--- src/rtl/dseq_pkg.sv ---
package dseq_pkg;
   typedef enum logic [1:0] {
      MD_SINGLE = 2'd0,
      MD_BURST  = 2'd1,
      MD_PAGE   = 2'd2,
      MD_SPARE  = 2'd3
   } dseq_mode_e;

   typedef enum logic [2:0] {
      S_IDLE,
      S_ROW,
      S_COL,
      S_GAP,
      S_PRE,
      S_REF
   } dseq_state_e;
endpackage

--- src/rtl/dseq_timer.sv ---
module dseq_timer #(
   parameter int CNT_W = 3
) (
   input  logic             clk,
   input  logic             rst_n,
   input  logic             load,
   input  logic [CNT_W-1:0] load_val,
   output logic             done
);
   logic [CNT_W-1:0] cnt_q;

   always_ff @(posedge clk) begin
      if (!rst_n)            cnt_q <= '0;
      else if (load)         cnt_q <= load_val;
      else if (cnt_q != '0)  cnt_q <= cnt_q - CNT_W'(1);
   end

   assign done = (cnt_q == '0);
endmodule

--- src/rtl/dseq_colgen.sv ---
module dseq_colgen #(
   parameter int COL_W     = 5,
   parameter int BURST_LEN = 4
) (
   input  logic             is_burst,
   input  logic [COL_W-1:0] cur_col,
   input  logic [COL_W-1:0] page_col,
   output logic [COL_W-1:0] nxt_col
);
   localparam int BL_W = (BURST_LEN > 1) ? $clog2(BURST_LEN) : 1;

   generate
      if (BURST_LEN > 1) begin : g_wrap
         logic [BL_W-1:0] low_inc;
         assign low_inc = cur_col[BL_W-1:0] + BL_W'(1);
         if (BL_W < COL_W) begin : g_hi
            assign nxt_col = is_burst ? {cur_col[COL_W-1:BL_W], low_inc} : page_col;
         end else begin : g_full
            assign nxt_col = is_burst ? low_inc : page_col;
         end
      end else begin : g_nowrap
         logic unused_cur;
         assign unused_cur = ^{cur_col, is_burst};
         assign nxt_col    = page_col;
      end
   endgenerate
endmodule

--- src/rtl/dseq_rdcap.sv ---
module dseq_rdcap #(
   parameter int DATA_W = 8
) (
   input  logic              clk,
   input  logic              rst_n,
   input  logic              cap,
   input  logic [DATA_W-1:0] din,
   output logic              valid,
   output logic [DATA_W-1:0] dout
);
   always_ff @(posedge clk) begin
      if (!rst_n) begin
         valid <= 1'b0;
         dout  <= '0;
      end else begin
         valid <= cap;
         if (cap) dout <= din;
      end
   end
endmodule

--- src/rtl/dram_seq.sv ---
module dram_seq
   import dseq_pkg::*;
#(
   parameter int ROW_W     = 6,
   parameter int COL_W     = 5,
   parameter int DATA_W    = 8,
   parameter int LEN_W     = 3,
   parameter int BURST_LEN = 4,
   parameter int ROW_LAT   = 3,
   parameter int COL_LAT   = 2,
   parameter int PRE_LAT   = 2,
   localparam int ADDR_W   = (ROW_W > COL_W) ? ROW_W : COL_W
) (
   input  logic              clk,
   input  logic              rst_n,
   input  logic              req_valid,
   output logic              req_ready,
   input  logic              req_write,
   input  logic [1:0]        req_mode,
   input  logic [ROW_W-1:0]  req_row,
   input  logic [COL_W-1:0]  req_col,
   input  logic [LEN_W-1:0]  req_len,
   input  logic [DATA_W-1:0] req_wdata,
   output logic              beat_take,
   input  logic [COL_W-1:0]  beat_col,
   input  logic [DATA_W-1:0] beat_wdata,
   output logic              rd_valid,
   output logic [DATA_W-1:0] rd_data,
   input  logic              ref_req,
   output logic              ref_gnt,
   output logic [ADDR_W-1:0] mem_addr,
   output logic              mem_ras_n,
   output logic              mem_cas_n,
   output logic [DATA_W-1:0] mem_dq_out,
   output logic              mem_dq_oe,
   input  logic [DATA_W-1:0] mem_dq_in
);
   localparam int MAXL    = (ROW_LAT > COL_LAT) ? ((ROW_LAT > PRE_LAT) ? ROW_LAT : PRE_LAT)
                                                : ((COL_LAT > PRE_LAT) ? COL_LAT : PRE_LAT);
   localparam int CNT_W   = $clog2(MAXL + 2);
   localparam int BLC_W   = $clog2(BURST_LEN + 1);
   localparam int LEFT_W  = (LEN_W > BLC_W) ? LEN_W : BLC_W;
   localparam int BL_BITS = (BURST_LEN > 1) ? $clog2(BURST_LEN) : 0;

   generate
      if (ROW_LAT < 1 || COL_LAT < 1 || PRE_LAT < 1) begin : g_bad_lat
         $error("dram_seq: every latency must be at least one cycle");
      end
      if ((BURST_LEN & (BURST_LEN - 1)) != 0 || BURST_LEN < 1) begin : g_bad_bl
         $error("dram_seq: BURST_LEN must be a power of two");
      end
      if (BL_BITS > COL_W) begin : g_bad_blw
         $error("dram_seq: burst block wider than the column");
      end
   endgenerate

   dseq_state_e       st_q, st_d;
   logic [ROW_W-1:0]  row_q;
   logic [COL_W-1:0]  col_q, col_d, nxt_col;
   logic [DATA_W-1:0] wdat_q, wdat_d;
   logic [LEFT_W-1:0] left_q, left_d, left_init;
   logic              wr_q, burst_q;
   logic              accept, cap;
   logic              t_load, t_done;
   logic [CNT_W-1:0]  t_val, col_wait;

   dseq_timer #(.CNT_W(CNT_W)) u_timer (
      .clk(clk), .rst_n(rst_n), .load(t_load), .load_val(t_val), .done(t_done)
   );

   dseq_colgen #(.COL_W(COL_W), .BURST_LEN(BURST_LEN)) u_colgen (
      .is_burst(burst_q), .cur_col(col_q), .page_col(beat_col), .nxt_col(nxt_col)
   );

   dseq_rdcap #(.DATA_W(DATA_W)) u_rdcap (
      .clk(clk), .rst_n(rst_n), .cap(cap), .din(mem_dq_in), .valid(rd_valid), .dout(rd_data)
   );

   assign col_wait = wr_q ? '0 : CNT_W'(COL_LAT - 1);

   always_comb begin
      case (dseq_mode_e'(req_mode))
         MD_BURST: left_init = LEFT_W'(BURST_LEN - 1);
         MD_PAGE:  left_init = (req_len == '0) ? '0 : LEFT_W'(req_len) - LEFT_W'(1);
         default:  left_init = '0;
      endcase
   end

   always_comb begin
      st_d   = st_q;
      t_load = 1'b0;
      t_val  = '0;
      left_d = left_q;
      col_d  = col_q;
      wdat_d = wdat_q;
      accept = 1'b0;
      cap    = 1'b0;
      unique case (st_q)
         S_IDLE: begin
            if (ref_req) begin
               st_d = S_REF;
            end else if (req_valid) begin
               accept = 1'b1;
               st_d   = S_ROW;
               t_load = 1'b1;
               t_val  = CNT_W'(ROW_LAT - 1);
            end
         end
         S_ROW: begin
            if (t_done) begin
               st_d   = S_COL;
               t_load = 1'b1;
               t_val  = col_wait;
            end
         end
         S_COL: begin
            if (t_done) begin
               st_d = S_GAP;
               cap  = !wr_q;
            end
         end
         S_GAP: begin
            if (left_q != '0) begin
               st_d   = S_COL;
               left_d = left_q - LEFT_W'(1);
               col_d  = nxt_col;
               wdat_d = beat_wdata;
               t_load = 1'b1;
               t_val  = col_wait;
            end else begin
               st_d   = S_PRE;
               t_load = 1'b1;
               t_val  = CNT_W'(PRE_LAT - 1);
            end
         end
         S_PRE: begin
            if (t_done) st_d = S_IDLE;
         end
         S_REF: begin
            if (!ref_req) begin
               st_d   = S_PRE;
               t_load = 1'b1;
               t_val  = CNT_W'(PRE_LAT - 1);
            end
         end
         default: st_d = S_IDLE;
      endcase
   end

   always_ff @(posedge clk) begin
      if (!rst_n) begin
         st_q    <= S_IDLE;
         row_q   <= '0;
         col_q   <= '0;
         wdat_q  <= '0;
         left_q  <= '0;
         wr_q    <= 1'b0;
         burst_q <= 1'b0;
      end else begin
         st_q <= st_d;
         if (accept) begin
            row_q   <= req_row;
            col_q   <= req_col;
            wdat_q  <= req_wdata;
            left_q  <= left_init;
            wr_q    <= req_write;
            burst_q <= (dseq_mode_e'(req_mode) == MD_BURST);
         end else begin
            col_q  <= col_d;
            wdat_q <= wdat_d;
            left_q <= left_d;
         end
      end
   end

   assign mem_ras_n  = !(st_q == S_ROW || st_q == S_COL || st_q == S_GAP);
   assign mem_cas_n  = (st_q != S_COL);
   assign mem_addr   = (st_q == S_COL) ? ADDR_W'(col_q) : ADDR_W'(row_q);
   assign mem_dq_out = wdat_q;
   assign mem_dq_oe  = (st_q == S_COL) && wr_q;
   assign req_ready  = (st_q == S_IDLE) && !ref_req;
   assign ref_gnt    = (st_q == S_REF);
   assign beat_take  = (st_q == S_GAP) && (left_q != '0);

   // Timing watch counters for the checks below
   logic [CNT_W-1:0] hi_cnt, lo_cnt;
   always_ff @(posedge clk) begin
      if (!rst_n) begin
         hi_cnt <= CNT_W'(PRE_LAT + 1);
         lo_cnt <= '0;
      end else begin
         if (!mem_ras_n)                          hi_cnt <= '0;
         else if (hi_cnt != CNT_W'(PRE_LAT + 1))  hi_cnt <= hi_cnt + CNT_W'(1);
         if (mem_ras_n)                           lo_cnt <= '0;
         else if (lo_cnt != CNT_W'(ROW_LAT))      lo_cnt <= lo_cnt + CNT_W'(1);
      end
   end

   AST_PRE_GAP: assert property (@(posedge clk) disable iff (!rst_n)
      $fell(mem_ras_n) |-> hi_cnt >= CNT_W'(PRE_LAT));
   AST_ROW_TO_COL: assert property (@(posedge clk) disable iff (!rst_n)
      $fell(mem_cas_n) |-> lo_cnt == CNT_W'(ROW_LAT) && !mem_ras_n);
   AST_OE_IN_WRITE: assert property (@(posedge clk) disable iff (!rst_n)
      mem_dq_oe |-> !mem_cas_n && !mem_ras_n);
   AST_GNT_CLOSED: assert property (@(posedge clk) disable iff (!rst_n)
      ref_gnt |-> mem_ras_n && mem_cas_n && !rd_valid);
   AST_READY_IDLE: assert property (@(posedge clk) disable iff (!rst_n)
      req_ready |-> mem_ras_n && !ref_req);
   AST_RDV_AFTER_CAS: assert property (@(posedge clk) disable iff (!rst_n)
      rd_valid |-> $past(!mem_cas_n && !mem_dq_oe));
   generate
      if (BURST_LEN > 1 && BL_BITS < COL_W) begin : g_wrap_chk
         AST_BURST_KEEPS_HIGH: assert property (@(posedge clk) disable iff (!rst_n)
            ($fell(mem_cas_n) && burst_q && !$past(accept, 2) && $past(st_q) == S_GAP)
            |-> mem_addr[COL_W-1:BL_BITS] == $past(col_q[COL_W-1:BL_BITS]));
      end
   endgenerate
endmodule

--- config.mk ---
export PLATFORM = sky130hd
export DESIGN_NAME = dram_seq
export DESIGN_NICKNAME = d
export VERILOG_FILES = /design/src/rtl/dseq_pkg.sv /design/src/rtl/dseq_timer.sv /design/src/rtl/dseq_colgen.sv /design/src/rtl/dseq_rdcap.sv /design/src/rtl/dram_seq.sv
export SDC_FILE = /design/constraint.sdc
export NUM_CORES = 1
export LEC_CHECK = 0
export ABC_CLOCK_PERIOD_IN_PS = 1520
export BUFFER_PORTS_ARGS = -buffer_cell sky130_fd_sc_hd__buf_4
export CAP_MARGIN = 10
export CORE_MARGIN = 1
export CORE_UTILIZATION = 45
export CTS_BUF_LIST = sky130_fd_sc_hd__clkbuf_8
export DETAILED_ROUTE_END_ITERATION = 10
export PLACE_DENSITY = 0.78
export SLEW_MARGIN = 25
export SYNTH_ARGS = -nofsm -noshare
export SYNTH_HDL_FRONTEND = slang
export SYNTH_SLANG_ARGS = --single-unit
--- constraint.sdc ---
create_clock -name clk -period 1.52 [get_ports clk]
set_input_delay 0.304 -clock clk [delete_from_list [all_inputs] [get_ports clk]]
set_output_delay 0.304 -clock clk [all_outputs]
set_load 0.02 [all_outputs]
==> impl_metrics.toml, run 1 <==
[routing]
first_iter_violations = 164
viasPerCell = 5.69
vias = 2333
drt-total-wl_um = 7330
drc_errors = 0
postRouteAntennaNets = 0
routedWlPerCell_um = 17.9
dr.pass1.iters = 5

[critical_path]
crit_path_start_kind = "register"
critPathKind = "register to output port"
r2r_end = "burst_q"
worstPathMaxFanout = 5
crit_arrival_ns = 1.55
crit_path_start = "st_q[0]"
cp-end-kind = "output port"
required_ns = 1.22
endpoint = "mem_addr[0]"
ff2ff_setup_slack_ns = -0.15
reg2regPathDepth = 8
r2r-start = "st_q[1]"

[power]
pwr-share-comb_pct = 59.8
p_switching_mw = 2.05
intPower_mw = 3.17
p_leak_nw = 1.60
p_sw_share_pct = 39.3
clkPwrFrac_pct = 13.4
ir_drop_mv = 0.876
seqPwrFrac_pct = 26.8
p_total_mw = 5.23
powerDensity_nw_per_um2 = 1470

[sta]
worst_slack_ns = -0.334
worst_pin_slew_ns = 0.454
worst_slew_margin_rel_pct = 69.5
fmaxAchievable_ghz = 0.539
clock_skew_ns = 0.00486
hold_violations = 0
slew_violations = 0
setup_viol = 44
period_needed_ns = 1.85
rsz0062_at_grt = "yes"
finalCritPeriodShare_pct = 122

[layout]
fillers = 172
antenna_cells = 0
final_layout_size_suffix_gt1_share_pct = 56.9
final_util_pct = 86.1
multiInputGateArea_um2 = 1410
area_delta_synth_final_pct = 79.0
regArea_um2 = 791
nets = 415

[placed_design]
gp_congestion = 0.881
portBuffers = 78
dp_hpwl_um = 3930

[floorplanning]
core_region_area_um2 = 4120
die-area_um2 = 4670
die_h_um = 68.3
io_pins = 79
initial_utilization_pct = 48.1
dieWidth_um = 68.3
rows = 23

[synthesis]
synth_largest_area_cell = "dfxtp_1"
ys_seq_area_share_pct = 39.4
netlist.area_leader.share_pct = 39.4
netlist_instances = 241
ys_top_cells_by_area = "dfxtp_1 39%, nand2_1 7.8%, mux2i_1 6.1%, o21ai_0 4.5%, a21oi_1 4.3%"
syn_area_per_cell_um2 = 8.22
ys_seq_elements = 39
synth_area_um2 = 1980
ys_types = 43
syn_nets = 297
yosysWarnings = 0

[global_route]
overflow = 0
grt_max_degree = 29
gr-usage-all-layers_pct = 25.4
antenna_found_initial = 0
grt_pass1_wl_um = 8770
grt_pass1_vias = 1961

[clock_network]
cts_max_path_buffers = 2
root_buffer = "clkbuf_8"
numCtsBuffers = 5
hold_buffers = 0
cts_tree = "built"
cts_max_level = 2
clock-sinks = 39
insertion_delay_ns = 0.29
clk_pin_slew_ns = 0.08

[run_status]
violations = "setup timing"
status = "finished with violations"

[flow_run]
maxCapViolCount = 0

[worst_hold_path]
min_path_type = "primary input to register"
per-layer routing:
metal	share of wire, %	vias to the layer above	global-route usage (%)	wire length (um)
met5	0	-	0	0
met2	49	147	41.4	3570
met4	3.0	0	9.38	223
met3	8.4	20	7.67	616
met1	40	1095	31.3	2930
li1	-	1071	-	-
how the worst min path moves through the flow:
| stage | depth (start not counted) | start | endpoint | slack (ns) |
|---|---|---|---|---|
| global route | 3 | mem_dq_in[1] | u_rdcap.dout[1] | 0.24 |
| finish | 3 | mem_dq_in[2] | u_rdcap.dout[2] | 0.24 |
| global placement | 2 | row_q[5] | row_q[5] | 0.44 |
| floorplan | 2 | row_q[5] | row_q[5] | 0.43 |
| CTS | 3 | mem_dq_in[1] | u_rdcap.dout[1] | 0.24 |
| detailed placement | 2 | row_q[5] | row_q[5] | 0.45 |
Yosys cell counts:
master,instances
a31o_1,1
o21ai_1,1
inv_1,12
nor3b_4,1
nand3b_1,3
a2bb2oi_1,1
or2_2,1
nor4_2,1
inv_2,1
or4_4,1
buf_2,6
o21ai_0,18
o32ai_1,2
inv_4,1
a21oi_1,17
or3_1,1
nor2_1,16
nor3_2,1
buf_4,1
mux2i_1,12
a22oi_1,2
xnor2_1,2
mux2_2,5
and3b_1,1
a211oi_1,1
nand2_1,41
a311oi_1,1
o21a_1,1
and3_1,1
o311a_1,2
ha_1,6
nor3_1,4
nand3_1,3
clkbuf_1,7
a21o_1,1
dfxtp_1,39
a31oi_1,11
buf_6,2
nand2b_1,5
nor2b_1,3
o211ai_1,2
and2_1,2
o211a_1,1
critical path, stage by stage (launching register included):
cell,delay [ns]
dfxtp_4,0.36
nor3b_4,0.30
buf_12,0.16
mux2_4,0.31
buf_6,0.13
layout by cell type (no fill, tap or decap), drive strengths merged, types with 5 or more instances in the layout:
cell type	instances
nor3	5
a21oi	17
nand2	41
mux2i	12
buf	125
a31oi	11
ha	6
nor2	16
mux2	5
inv	15
dfxtp	39
o21ai	19
clkbuf	7
nand2b	5
cells by family (layout without fill, tap and decap cells):
kind of cell	Yosys count	in the layout	share of synthesized area (%)
AOI/OAI and AO/OA	62	62	19.0
and+or+nand+nor	85	85	20.9
buffers and inverters	30	149	7.14
adders and majority gates	6	6	3.79
DFF	39	39	39.4
xor gates and xnor gates	2	2	0.885
muxes	17	17	8.91
metrics by stage:
| step | hold slack [ns] | TNS, ns | std cells | cell area, um2 | worst slack [ns] |
|---|---|---|---|---|---|
| after CTS | 0.242 | -2.53 | 395 | 3050 | -0.326 |
| after global placement | 0.439 | -0.956 | 383 | 2810 | -0.0759 |
| after floorplan | 0.432 | -0.232 | 241 | 2010 | -0.0829 |
| final | 0.242 | -4.88 | 410 | 3540 | -0.334 |
| after global routing | 0.241 | -5.93 | 410 | 3540 | -0.366 |
| after detailed placement | 0.450 | -1.35 | 383 | 2810 | -0.106 |
registers in the layout (all words and copies together) (netlist names), 3 cells and up:
register	count
left_q	3
mem_dq_out	8
u_timer.cnt_q	3
col_q	5
u_rdcap.dout	8
row_q	6
st_q	3
cell type report:
type | instances | share of cell area (%)
Multi-Input combinational cell | 172 | 39.7
Inverter | 14 | 1.62
Timing Repair Buffer | 127 | 32.2
Tap cell | 50 | 1.76
Clock inverter | 3 | 0.459
Sequential cell | 39 | 22.3
Clock buffer | 5 | 1.94
what timing repair did:
item / 4_1_cts / 5_1_grt
cloned: 0 / 4
setup buffers: 4 / 13
endpoints found under the setup margin: 44 / 45
gates resized for setup: 35 / 95
pin swaps: 7 / 27
power groups by stage:
stage                     clock, mW  combinational [mW]  sequential [mW]
after CTS                     0.697                2.24             1.37
final                         0.700                3.13             1.40
after global placement            0                1.97             1.40
after floorplan                   0                1.16             1.44
after detailed placement          0                2.00             1.41
after global routing          0.747                3.27             1.42
Power figures use the tool's default switching activity.
==> run 2: changes to the inputs <==
MAX_ROUTING_LAYER = met4   (was not set)
==> run 2 against run 1 <==
The flow still finishes with violations (setup timing). Clock skew down 0.00078 ns. Power down 2.0%. Routed wire length rose by 0.15%. Cell area down 2.9%. Utilization decreased by 2.5 points. Via count grew 0.69%.
==> impl_metrics.toml, run 2 (same netlist as run 1, synthesis figures left out) <==
[floorplanning]
io_pins = 79
dieWidth_um = 68.3
core_region_area_um2 = 4120
rows = 23
die_h_um = 68.3
initial_utilization_pct = 48.1
die-area_um2 = 4670

[placed_design]
dp_hpwl_um = 3840
pre_cts_slack_ns = -0.0896
gp_congestion = 0.918
portBuffers = 78

[sta]
worst_slack_ns = -0.322
holdWs_ns = 0.238
fmaxAchievable_ghz = 0.543
worst_pin_slew_ns = 0.456
hold_violations = 0
slew_violations = 0
period_needed_ns = 1.84
finalCritPeriodShare_pct = 121
clock_skew_ns = 0.00408
rsz0062_at_grt = "yes"
worst_slew_margin_rel_pct = 69.6
final.setup.tns_ns = -6.72
setup_viol = 47

[critical_path]
crit_buf_inv = 2
crit_arrival_ns = 1.54
crit_path_start_kind = "register"
cp-end-kind = "output port"
crit_chain = "nor3b_4 -> buf_12 -> mux2_4 -> buf_6"
worstPathMaxFanout = 5
required_ns = 1.22
critPathKind = "register to output port"
path_delay_family = "flip-flops"
cp_slowest_stage_delay_ns = 0.36
cp_slowest_cell = "dfxtp_4"

[layout]
area_delta_synth_final_pct = 73.7
fillers = 220
regArea_um2 = 790
final_common_cell = "buf_4"
final_cell_mix = "98 x buf_4, 37 x nand2_1, 34 x dfxtp_1"
final_layout_size_suffix_gt1_share_pct = 53.0
multiInputGateArea_um2 = 1270
antenna_cells = 0
nets = 419
final_util_pct = 83.6

[routing]
drt-total-wl_um = 7350
routedWlPerCell_um = 17.7
first_iter_violations = 165
dr.pass1.iters = 5
vias = 2349
postRouteAntennaNets = 0
viasPerCell = 5.67
drc_errors = 0

[clock_network]
clock-sinks = 39
cts_tree = "built"
cts_max_path_buffers = 2
cts_max_level = 2
hold_buffers = 0
numCtsBuffers = 5
clk_pin_slew_ns = 0.08
insertion_delay_ns = 0.30
root_buffer = "clkbuf_8"

[global_route]
overflow = 0
grt_max_degree = 32
grt_pass1_vias = 2024
grt_pass1_wl_um = 8780
grtUsageMet2_pct = 41.5
grt_util_met1_pct = 32.3
antenna_found_initial = 0
grt_use_met3_pct = 6.17
gr-usage-all-layers_pct = 26.3
busiest_layer = "met2"

[power]
p_total_mw = 5.12
p_leak_nw = 1.59
ir_drop_mv = 0.745
powerDensity_nw_per_um2 = 1490

[flow_run]
maxCapViolCount = 0

[run_status]
violations = "setup timing"
status = "finished with violations"

[worst_hold_path]
min_path_type = "primary input to register"
run 2: layout make-up:
class / instances / area share (%)
inverters: 14 / 1.67
flip-flops and latches: 39 / 22.9
well taps: 50 / 1.82
clock buffers: 5 / 2.00
repair buffers: 131 / 34.1
multi-input cells: 172 / 37.1
clock inverters: 3 / 0.364
run 2: timing repair:
item	4_1_cts	5_1_grt
pin swaps	9	11
setup endpoints to repair	46	47
setup buffers	5	11
resized for setup	42	57
gates cloned	0	4
run 2: routing by layer:
metal,vias to the layer above,part of all wire (%)
li1,1077,-
met1,1101,39
met2,144,51
met3,27,7.3
met4,0,2.8
met5,-,0
run 2: path summary, 6_finish.rpt:
check	startpoint	end	slack [ns]	depth (start not counted)
max	st_q[0]	mem_addr[0]	-0.32	4
min	mem_dq_in[2]	u_rdcap.dout[2]	0.24	3
max reg2reg	st_q[0]	u_rdcap.dout[5]	-0.24	7
min reg2reg	row_q[1]	row_q[1]	0.47	2
run 2: where the power goes:
group	switching, mW	internal (mW)
clock network	0.380	0.309
registers	0.156	1.24
logic	1.44	1.60
total	1.97	3.15
run 2: tightest hold or removal path, cell delays in order:
cell,delay [ns]
buf_4,0.07
mux2i_1,0.05
nor2_1,0.07
run 2: per-stage QoR:
| step | cells | instance area, um2 |
|---|---|---|
| floorplan | 241 | 2010 |
| global placement | 387 | 2860 |
| detailed placement | 387 | 2860 |
| CTS | 400 | 3100 |
| global route | 414 | 3440 |
| finish | 414 | 3440 |
